`src/rtl/punct_pkg.sv`:
```
package punct_pkg;
  localparam int unsigned KEEP_W   = 5;
  localparam int unsigned PERIOD   = 16;
  localparam int unsigned MIN_KEEP = 8;
  localparam int unsigned PH_W     = $clog2(PERIOD);
  localparam int unsigned SUM_W    = KEEP_W + 1;

  typedef logic [KEEP_W-1:0] keep_t;
  typedef logic [PH_W-1:0]   phase_t;
  typedef logic [SUM_W-1:0]  sum_t;

  typedef struct packed {
    logic data;
    logic parity;
  } pbit_t;

  // Illegal keep counts fall back to "keep everything".
  function automatic keep_t clamp_keep(input keep_t k);
    if (k < keep_t'(MIN_KEEP) || k > keep_t'(PERIOD)) return keep_t'(PERIOD);
    return k;
  endfunction

  function automatic sum_t phase_sum(input phase_t ph, input keep_t k);
    return sum_t'(ph) + sum_t'(k);
  endfunction

  function automatic logic phase_wraps(input sum_t s);
    return s >= sum_t'(PERIOD);
  endfunction

  function automatic phase_t phase_next(input sum_t s);
    if (phase_wraps(s)) return phase_t'(s - sum_t'(PERIOD));
    return phase_t'(s);
  endfunction
endpackage

```
`src/rtl/punct_rate_ctrl.sv`:
```
module punct_rate_ctrl
  import punct_pkg::*;
(
  input  logic  clk,
  input  logic  rst_n,
  input  logic  step,
  input  logic  is_par,
  input  logic  sof,
  input  keep_t keep_in,
  output logic  pick
);
  phase_t phase_q;
  keep_t  keep_q;
  keep_t  eff_keep;
  phase_t base_ph;
  sum_t   sum;

  always_comb begin
    eff_keep = sof ? clamp_keep(keep_in) : keep_q;
    base_ph  = sof ? '0 : phase_q;
    sum      = phase_sum(base_ph, eff_keep);
    pick     = !is_par || phase_wraps(sum);
  end

  always_ff @(posedge clk or negedge rst_n) begin
    if (!rst_n) begin
      phase_q <= '0;
      keep_q  <= keep_t'(PERIOD);
    end else if (step) begin
      if (sof) keep_q <= eff_keep;
      if (is_par)   phase_q <= phase_next(sum);
      else if (sof) phase_q <= '0;
    end
  end
endmodule

```
`src/rtl/punct_tail_buf.sv`:
```
module punct_tail_buf
  import punct_pkg::*;
(
  input  logic  clk,
  input  logic  rst_n,
  input  logic  in_valid,
  output logic  in_ready,
  output logic  fire,
  input  logic  pick,
  input  logic  eof,
  input  pbit_t in_data,
  input  logic  out_ready,
  output logic  out_valid,
  output pbit_t out_data,
  output logic  out_last,
  output logic  hold_final
);
  pbit_t hold_q;
  logic  hold_v;
  logic  o_free;
  logic  move_h;

  always_comb begin
    o_free   = !out_valid || out_ready;
    in_ready = !hold_final && (!hold_v || o_free);
    fire     = in_valid && in_ready;
    move_h   = hold_v && (hold_final ? o_free : (fire && (pick || eof)));
  end

  always_ff @(posedge clk or negedge rst_n) begin
    if (!rst_n) begin
      out_valid <= 1'b0;
      out_data  <= '0;
      out_last  <= 1'b0;
    end else if (move_h) begin
      out_valid <= 1'b1;
      out_data  <= hold_q;
      out_last  <= hold_final || (!pick && eof);
    end else if (out_ready) begin
      out_valid <= 1'b0;
    end
  end

  always_ff @(posedge clk or negedge rst_n) begin
    if (!rst_n) begin
      hold_q     <= '0;
      hold_v     <= 1'b0;
      hold_final <= 1'b0;
    end else if (fire && pick) begin
      hold_q     <= in_data;
      hold_v     <= 1'b1;
      hold_final <= eof;
    end else if (move_h) begin
      hold_v     <= 1'b0;
      hold_final <= 1'b0;
    end
  end
endmodule

```
`src/rtl/punct_top.sv`:
```
module punct_top
  import punct_pkg::*;
(
  input  logic              clk,
  input  logic              rst_n,
  input  logic              in_valid,
  output logic              in_ready,
  input  logic              in_bit,
  input  logic              in_parity,
  input  logic              in_sof,
  input  logic              in_eof,
  input  logic [KEEP_W-1:0] keep_num,
  output logic              out_valid,
  input  logic              out_ready,
  output logic              out_bit,
  output logic              out_parity,
  output logic              out_last
);
  logic  in_fire;
  logic  pick;
  logic  hold_final;
  pbit_t in_data;
  pbit_t out_data;

  assign in_data = '{data: in_bit, parity: in_parity};

  punct_rate_ctrl ctrl_i (
    .clk     (clk),
    .rst_n   (rst_n),
    .step    (in_fire),
    .is_par  (in_parity),
    .sof     (in_sof),
    .keep_in (keep_num),
    .pick    (pick)
  );

  punct_tail_buf buf_i (
    .clk        (clk),
    .rst_n      (rst_n),
    .in_valid   (in_valid),
    .in_ready   (in_ready),
    .fire       (in_fire),
    .pick       (pick),
    .eof        (in_eof),
    .in_data    (in_data),
    .out_ready  (out_ready),
    .out_valid  (out_valid),
    .out_data   (out_data),
    .out_last   (out_last),
    .hold_final (hold_final)
  );

  assign out_bit    = out_data.data;
  assign out_parity = out_data.parity;
endmodule

```
`config.mk`:
```
export PLATFORM = sky130hd
export DESIGN_NAME = punct_top
export DESIGN_NICKNAME = d
export VERILOG_FILES = /design/src/rtl/punct_pkg.sv /design/src/rtl/punct_rate_ctrl.sv /design/src/rtl/punct_tail_buf.sv /design/src/rtl/punct_top.sv
export SDC_FILE = /design/constraint.sdc
export NUM_CORES = 1
export LEC_CHECK = 0
export BUFFER_PORTS_ARGS = -buffer_cell sky130_fd_sc_hd__buf_2
export CAP_MARGIN = 20
export CORE_MARGIN = 1
export CORE_UTILIZATION = 50
export DETAILED_ROUTE_END_ITERATION = 10
export PLACE_DENSITY = 0.76
export RECOVER_POWER = 50
export SLEW_MARGIN = 10
export SYNTH_ARGS = -nofsm -noshare
export SYNTH_HDL_FRONTEND = slang
export SYNTH_SLANG_ARGS = --single-unit
```
`constraint.sdc`:
```
create_clock -name clk -period 2.95 [get_ports clk]
set_clock_uncertainty 0.2 [all_clocks]
set_input_delay 0.885 -clock clk [delete_from_list [all_inputs] [get_ports clk]]
set_output_delay 0.885 -clock clk [all_outputs]
set_load 0.01 [all_outputs]
```
# Yosys cells after proc, flatten, opt, wreduce, memory -nomap -nowiden
# Index checks and enable logic that the tools add are counted.
# op_classes
n_mux	17
n_reduce_logical	20
magnitude_cmp	3
n_addsub	2
# op_table
op	count
4-bit 2-to-1 mux	4
5-bit 2-to-1 mux	3
1-bit 2-to-1 mux	10
4-bit by 5-bit adder with 6-bit output	1
6-bit by 5-bit >= comparator with 1-bit output (second input constant)	1
1-bit logical AND	6
1-bit logical OR	6
5-bit greater-than comparator (second input constant)	1
1-bit logical NOT	5
5-bit by 4-bit less-than comparator with 1-bit output (second input constant)	1
2-bit nonzero test	2
4-bit by 1-bit subtractor with 4-bit output (second input constant)	1
2-bit AND reduction	1
# totals
word_cells	52
input_bits	13
regBits	17

# Logic depth before layout (Yosys ltp)
# logic_depth
ltp_word	14
mapped_depth	10

# Hierarchy
# From an unflattened synthesis, not the netlist that was laid out.
# hier_totals
hier_cells	103
hier_area_um2	1023.5
# by_module_without_submodules
module	cells_per_inst	area_each_um2	n_inst
punct_rate_ctrl	69	641.9	1
punct_tail_buf	34	381.6	1

# Worst setup path after synthesis
# Ideal clock, no wire load.
# synth_timing
path_kind	input port to flip-flop
start	input port in_sof
end	register buf_i.out_data[0] (netlist name)
stages	9
setup_slack_ns	-0.370
arrival_ns	2.993
path_buffers	1
cell_sequence	clkbuf_1 > o21ai_0 > ha_1 > fa_1 > a21o_1 > a22o_1 > a2111oi_2 > nor3_1 > mux2_1
# synth_between
elab_chain_len	8
# synth_lines
element	line_no	text
start, declared	punct_top.sv:10	input logic in_sof,
5-bit 2-to-1 mux	punct_rate_ctrl.sv:19	eff_keep = sof ? clamp_keep(keep_in) : keep_q;
named net ctrl_i.eff_keep[0]	punct_rate_ctrl.sv:14	keep_t eff_keep;
4-bit by 5-bit adder with 6-bit output	punct_pkg.sv:24	return sum_t'(ph) + sum_t'(k);
6-bit by 5-bit >= comparator with 1-bit output	punct_pkg.sv:28	return s >= sum_t'(PERIOD);
1-bit logical OR	punct_rate_ctrl.sv:22	pick = !is_par || phase_wraps(sum);
1-bit logical OR	punct_tail_buf.sv:27	move_h = hold_v && (hold_final ? o_free : (fire && (pick || eof)));
1-bit logical AND	punct_tail_buf.sv:27	
1-bit 2-to-1 mux	punct_tail_buf.sv:27	
1-bit logical AND	punct_tail_buf.sv:27	
# The timed path passes the listed nets, and every way through them passes these cells.
# A chain may end at the register's enable or synchronous reset.

# Final worst setup path
# layout_timing
start	input port keep_num[3]
end	register buf_i.out_data[1] (netlist name)
# layout_between
elab_chain_len	12
# layout_lines
element	line_no	text
start, declared	punct_top.sv:12	input logic [KEEP_W-1:0] keep_num,
5-bit by 4-bit less-than comparator with 1-bit output / 5-bit greater-than comparator (equally long branches)	punct_pkg.sv:19	if (k < keep_t'(MIN_KEEP) || k > keep_t'(PERIOD)) return keep_t'(PERIOD);
1-bit logical OR (*)	punct_pkg.sv:19	
1-bit 2-to-1 mux (*)	punct_pkg.sv:19	
5-bit 2-to-1 mux (*)	punct_pkg.sv:20	return k;
5-bit 2-to-1 mux (*)	punct_rate_ctrl.sv:19	
named net ctrl_i.eff_keep[0]	punct_rate_ctrl.sv:14	
4-bit by 5-bit adder with 6-bit output (*)	punct_pkg.sv:24	
6-bit by 5-bit >= comparator with 1-bit output (*)	punct_pkg.sv:28	
1-bit logical OR (*)	punct_rate_ctrl.sv:22	
1-bit logical OR (*)	punct_tail_buf.sv:27	
1-bit logical AND (*)	punct_tail_buf.sv:27	
1-bit 2-to-1 mux (*)	punct_tail_buf.sv:27	
1-bit logical AND (*)	punct_tail_buf.sv:27	
# Mark *: on every way through the listed nets, which the timed path passes. The rest lies on a longest branch.

==> flow_summary.ini <==
[critical_path]
r2r_cells = 8
crit_type = in2reg
cp_max_fo = 3
rr_endpoint = buf_i.out_data[1]
end_kind = flip-flop
cp-endpoint = buf_i.out_data[1]
r2r_start = ctrl_i.phase_q[0]
worstPathRequired_ns = 2.94
worstSetupStartpointType = input pin
critical_path_arrival_ns = 2.94
crit_start = keep_num[3]
r2r_slack_ns = 0.37

[pwr]
p_int_mw = 0.598
p_leak_nw = 0.575
switching_share_pct = 35.7
irDropWorstVdd_mv = 0.443
p_per_area_nw_per_um2 = 752
p_comb_share_pct = 42.8
power_frac_seq_pct = 43.5
power.switching_mw = 0.332
p_clk_share_pct = 13.7

[sta]
finalHoldViolCount = 0
slew_headroom_pct = 39.6
slew_viol_final = 0
final-setup-viol-count = 1
rsz0062_at_grt = yes
holdWs_ns = 0.285
timing.final.crit_share_pct = 100
max_freq_mhz = 338
fin_crit_ns = 2.96
setup_slack_ns = -0.00733
fin_setup_tns_ns = -0.00733
tightest_slew_ns = 0.907

[yosys]
synth.ff_latch_count = 17
yosysWarnings = 0
synth_fp_nets = 114
synth_cell_types = 27
avgSynthCellArea_sq_um = 9.88
synthCells = 96
yosysSeqAreaShare_pct = 45.0
netlist_area_sq_um = 948

[clock_network]
ctsHoldBuffers = 0
clock_tree.root_cell = clkbuf_4
cts_tree = built
clk_latency_ns = 0.30
cts_buffer_depth = 2
cts.sinks = 17
clk_pin_slew_worst_paths_ns = 0.10
cts_buffers = 3
htreeDepth = 1

[grt]
grt_pass1_vias = 673
grt_pass1_wl_um = 3030
grt_max_degree = 18
grt.total_usage_pct = 21.7
grt-ovfl-total = 0
antenna_found_initial = 0

[place]
dpl.hpwl_um = 1440
dp_cells = 147
gp_congestion = 0.785
io_buffers = 17
pre_cts_ws_ns = -0.353

[floorplanning]
ios = 18
start_util_pct = 54.3
num_rows = 15
core-area_sq_um = 1750
die_area_sq_um = 2070
fp.dieW_um = 45.6
die_y_um = 45.6

[routing]
postRouteAntennaNets = 0
num_vias = 778
routedLengthMet1_um = 922
wl_um = 1930
wl_met3_um = 71
highest_layer = met4
wl_per_cell_um = 12.6
drt_first_pass_iters = 4
drt_iter0_drc = 8
wl_met2_um = 875
vias_per_cell = 5.08
drc = 0

[min_path]
min_path_type = reg2reg
holdPathStages = 2

[outcome]
status = complete, but fails checks
violations = negative setup slack

[cells_and_area]
syn2layout_area_growth_pct = 30.5
fin_nets = 147
post-route-util_pct = 70.9
diodes = 0
drive_gt1_share_pct = 35.2
nFillCells = 135
fin_cells = 153

[job]
drv_cap = 0
## cell families (layout without fill, tap and decap cells)
kind of cell,count (synthesis),in the layout,share of synthesized area [%]
AOI/OAI and AO/OA,28,28,18.6
xor gates and xnor gates,2,2,1.85
adders and majority gates,5,5,7.39
buffers and inverters,5,37,1.98
DFF,17,17,45.0
muxes,5,5,5.94
and+or+nand+nor,34,34,19.3
## how the worst min path moves through the flow
| stage | startpoint | end |
|---|---|---|
| after floorplan | ctrl_i.phase_q[2] | ctrl_i.phase_q[2] |
| after global placement | ctrl_i.keep_q[1] | ctrl_i.keep_q[1] |
| after detailed placement | ctrl_i.phase_q[3] | ctrl_i.phase_q[3] |
| after CTS | ctrl_i.phase_q[3] | ctrl_i.phase_q[3] |
| after global routing | buf_i.hold_q[1] | buf_i.out_data[1] |
| final | ctrl_i.phase_q[3] | ctrl_i.phase_q[3] |
## layout make-up
| class | instances | area [sq um] | share of cell area [%] |
|---|---|---|---|
| sequential | 17 | 427 | 34.5 |
| clock inverter | 1 | 5.00 | 0.404 |
| clock buffer | 3 | 22.5 | 1.82 |
| multi-input combinational | 74 | 558 | 45.1 |
| inverter | 4 | 15.0 | 1.21 |
| tap | 25 | 31.3 | 2.53 |
| timing repair buffer | 29 | 179 | 14.5 |
## stage by stage
| step | power, mW | area [sq um] |
|---|---|---|
| final | 0.930 | 1240 |
| after global routing | 1.00 | 1240 |
| after CTS | 0.904 | 1200 |
| after floorplan | 0.641 | 995 |
| after detailed placement | 0.767 | 1160 |
| after global placement | 0.754 | 1160 |
## cell usage after synthesis
cell type  count  area share (%)
a2111oi_2      1             1.6
nand4b_1       1            0.92
or2_1          1            0.66
inv_1          4             1.6
fa_1           1             2.1
nor2_1         1            0.40
nor3_1         1            0.53
xor2_1         1            0.92
a21oi_1        6             3.2
nor2b_1        9             5.9
nand3_1        3             1.6
o21ai_0       14             7.4
a32o_1         2             2.1
a21o_1         2             1.6
mux2_1         2             2.4
dfrtp_1       16              42
nand3b_1       1            0.79
xnor2_1        1            0.92
a2bb2oi_1      1            0.92
mux2_2         3             3.6
ha_1           4             5.3
nand2_1       12             4.7
nand2b_1       4             2.6
a22o_1         2             1.8
and4b_1        1             1.1
clkbuf_1       1            0.40
dfstp_2        1             2.8
## layer usage
layer | up-vias | GRT usage (%)
met5 | - | 0
met4 | 0 | 16.4
met3 | 4 | 2.38
met2 | 16 | 30.3
met1 | 351 | 30.7
li1 | 407 | -
## registers in the layout, summed over array words and instances, names as in the netlist
name	cells
buf_i.hold_final	1
buf_i.hold_q	2
buf_i.hold_v	1
buf_i.out_data	2
buf_i.out_last	1
buf_i.out_valid	1
ctrl_i.keep_q	5
ctrl_i.phase_q	4
## power by group through the flow
stage / clock [mW] / combinational [mW] / sequential, mW
6_report: 0.127 / 0.398 / 0.404
5_1_grt: 0.137 / 0.446 / 0.418
4_1_cts: 0.132 / 0.369 / 0.402
3_5_place_dp: 0 / 0.362 / 0.405
3_3_place_gp: 0 / 0.352 / 0.402
2_1_floorplan: 0 / 0.235 / 0.406
## placed cells by master (no fill, tap or decap), types with 2 or more instances in the layout
master    synthesis  final
inv_1             4      4
a22o_1            2      2
o21ai_2           0      2
a21oi_1           6      6
clkbuf_4          0      3
buf_4             0     12
a32o_1            2      2
nand2b_1          4      4
ha_1              4      3
nand2_1          12     12
buf_2             0     14
clkbuf_1          1      2
nand3_1           3      2
o21ai_0          14     12
nor2b_1           9      7
dfrtp_1          16     16
a21o_1            2      2
mux2_2            3      3
## timing repair
action / 4_1_cts / 5_1_grt
gates resized for setup: 1 / 5
setup endpoints to repair: 2 / 3
pin swaps: 1 / 0
buffers inserted: 0 / 2
## critical path, stage by stage
cell and delay (ns):
buf_6 0.09, nor2b_4 0.12, nand3_2 0.07, o21ai_2 0.05
ha_2 0.18, fa_2 0.37, a21o_1 0.17, a22o_1 0.24
a2111oi_4 0.37, nor3_4 0.08, mux2_1 0.32
Note: power is estimated with default switching activity, not from simulation.
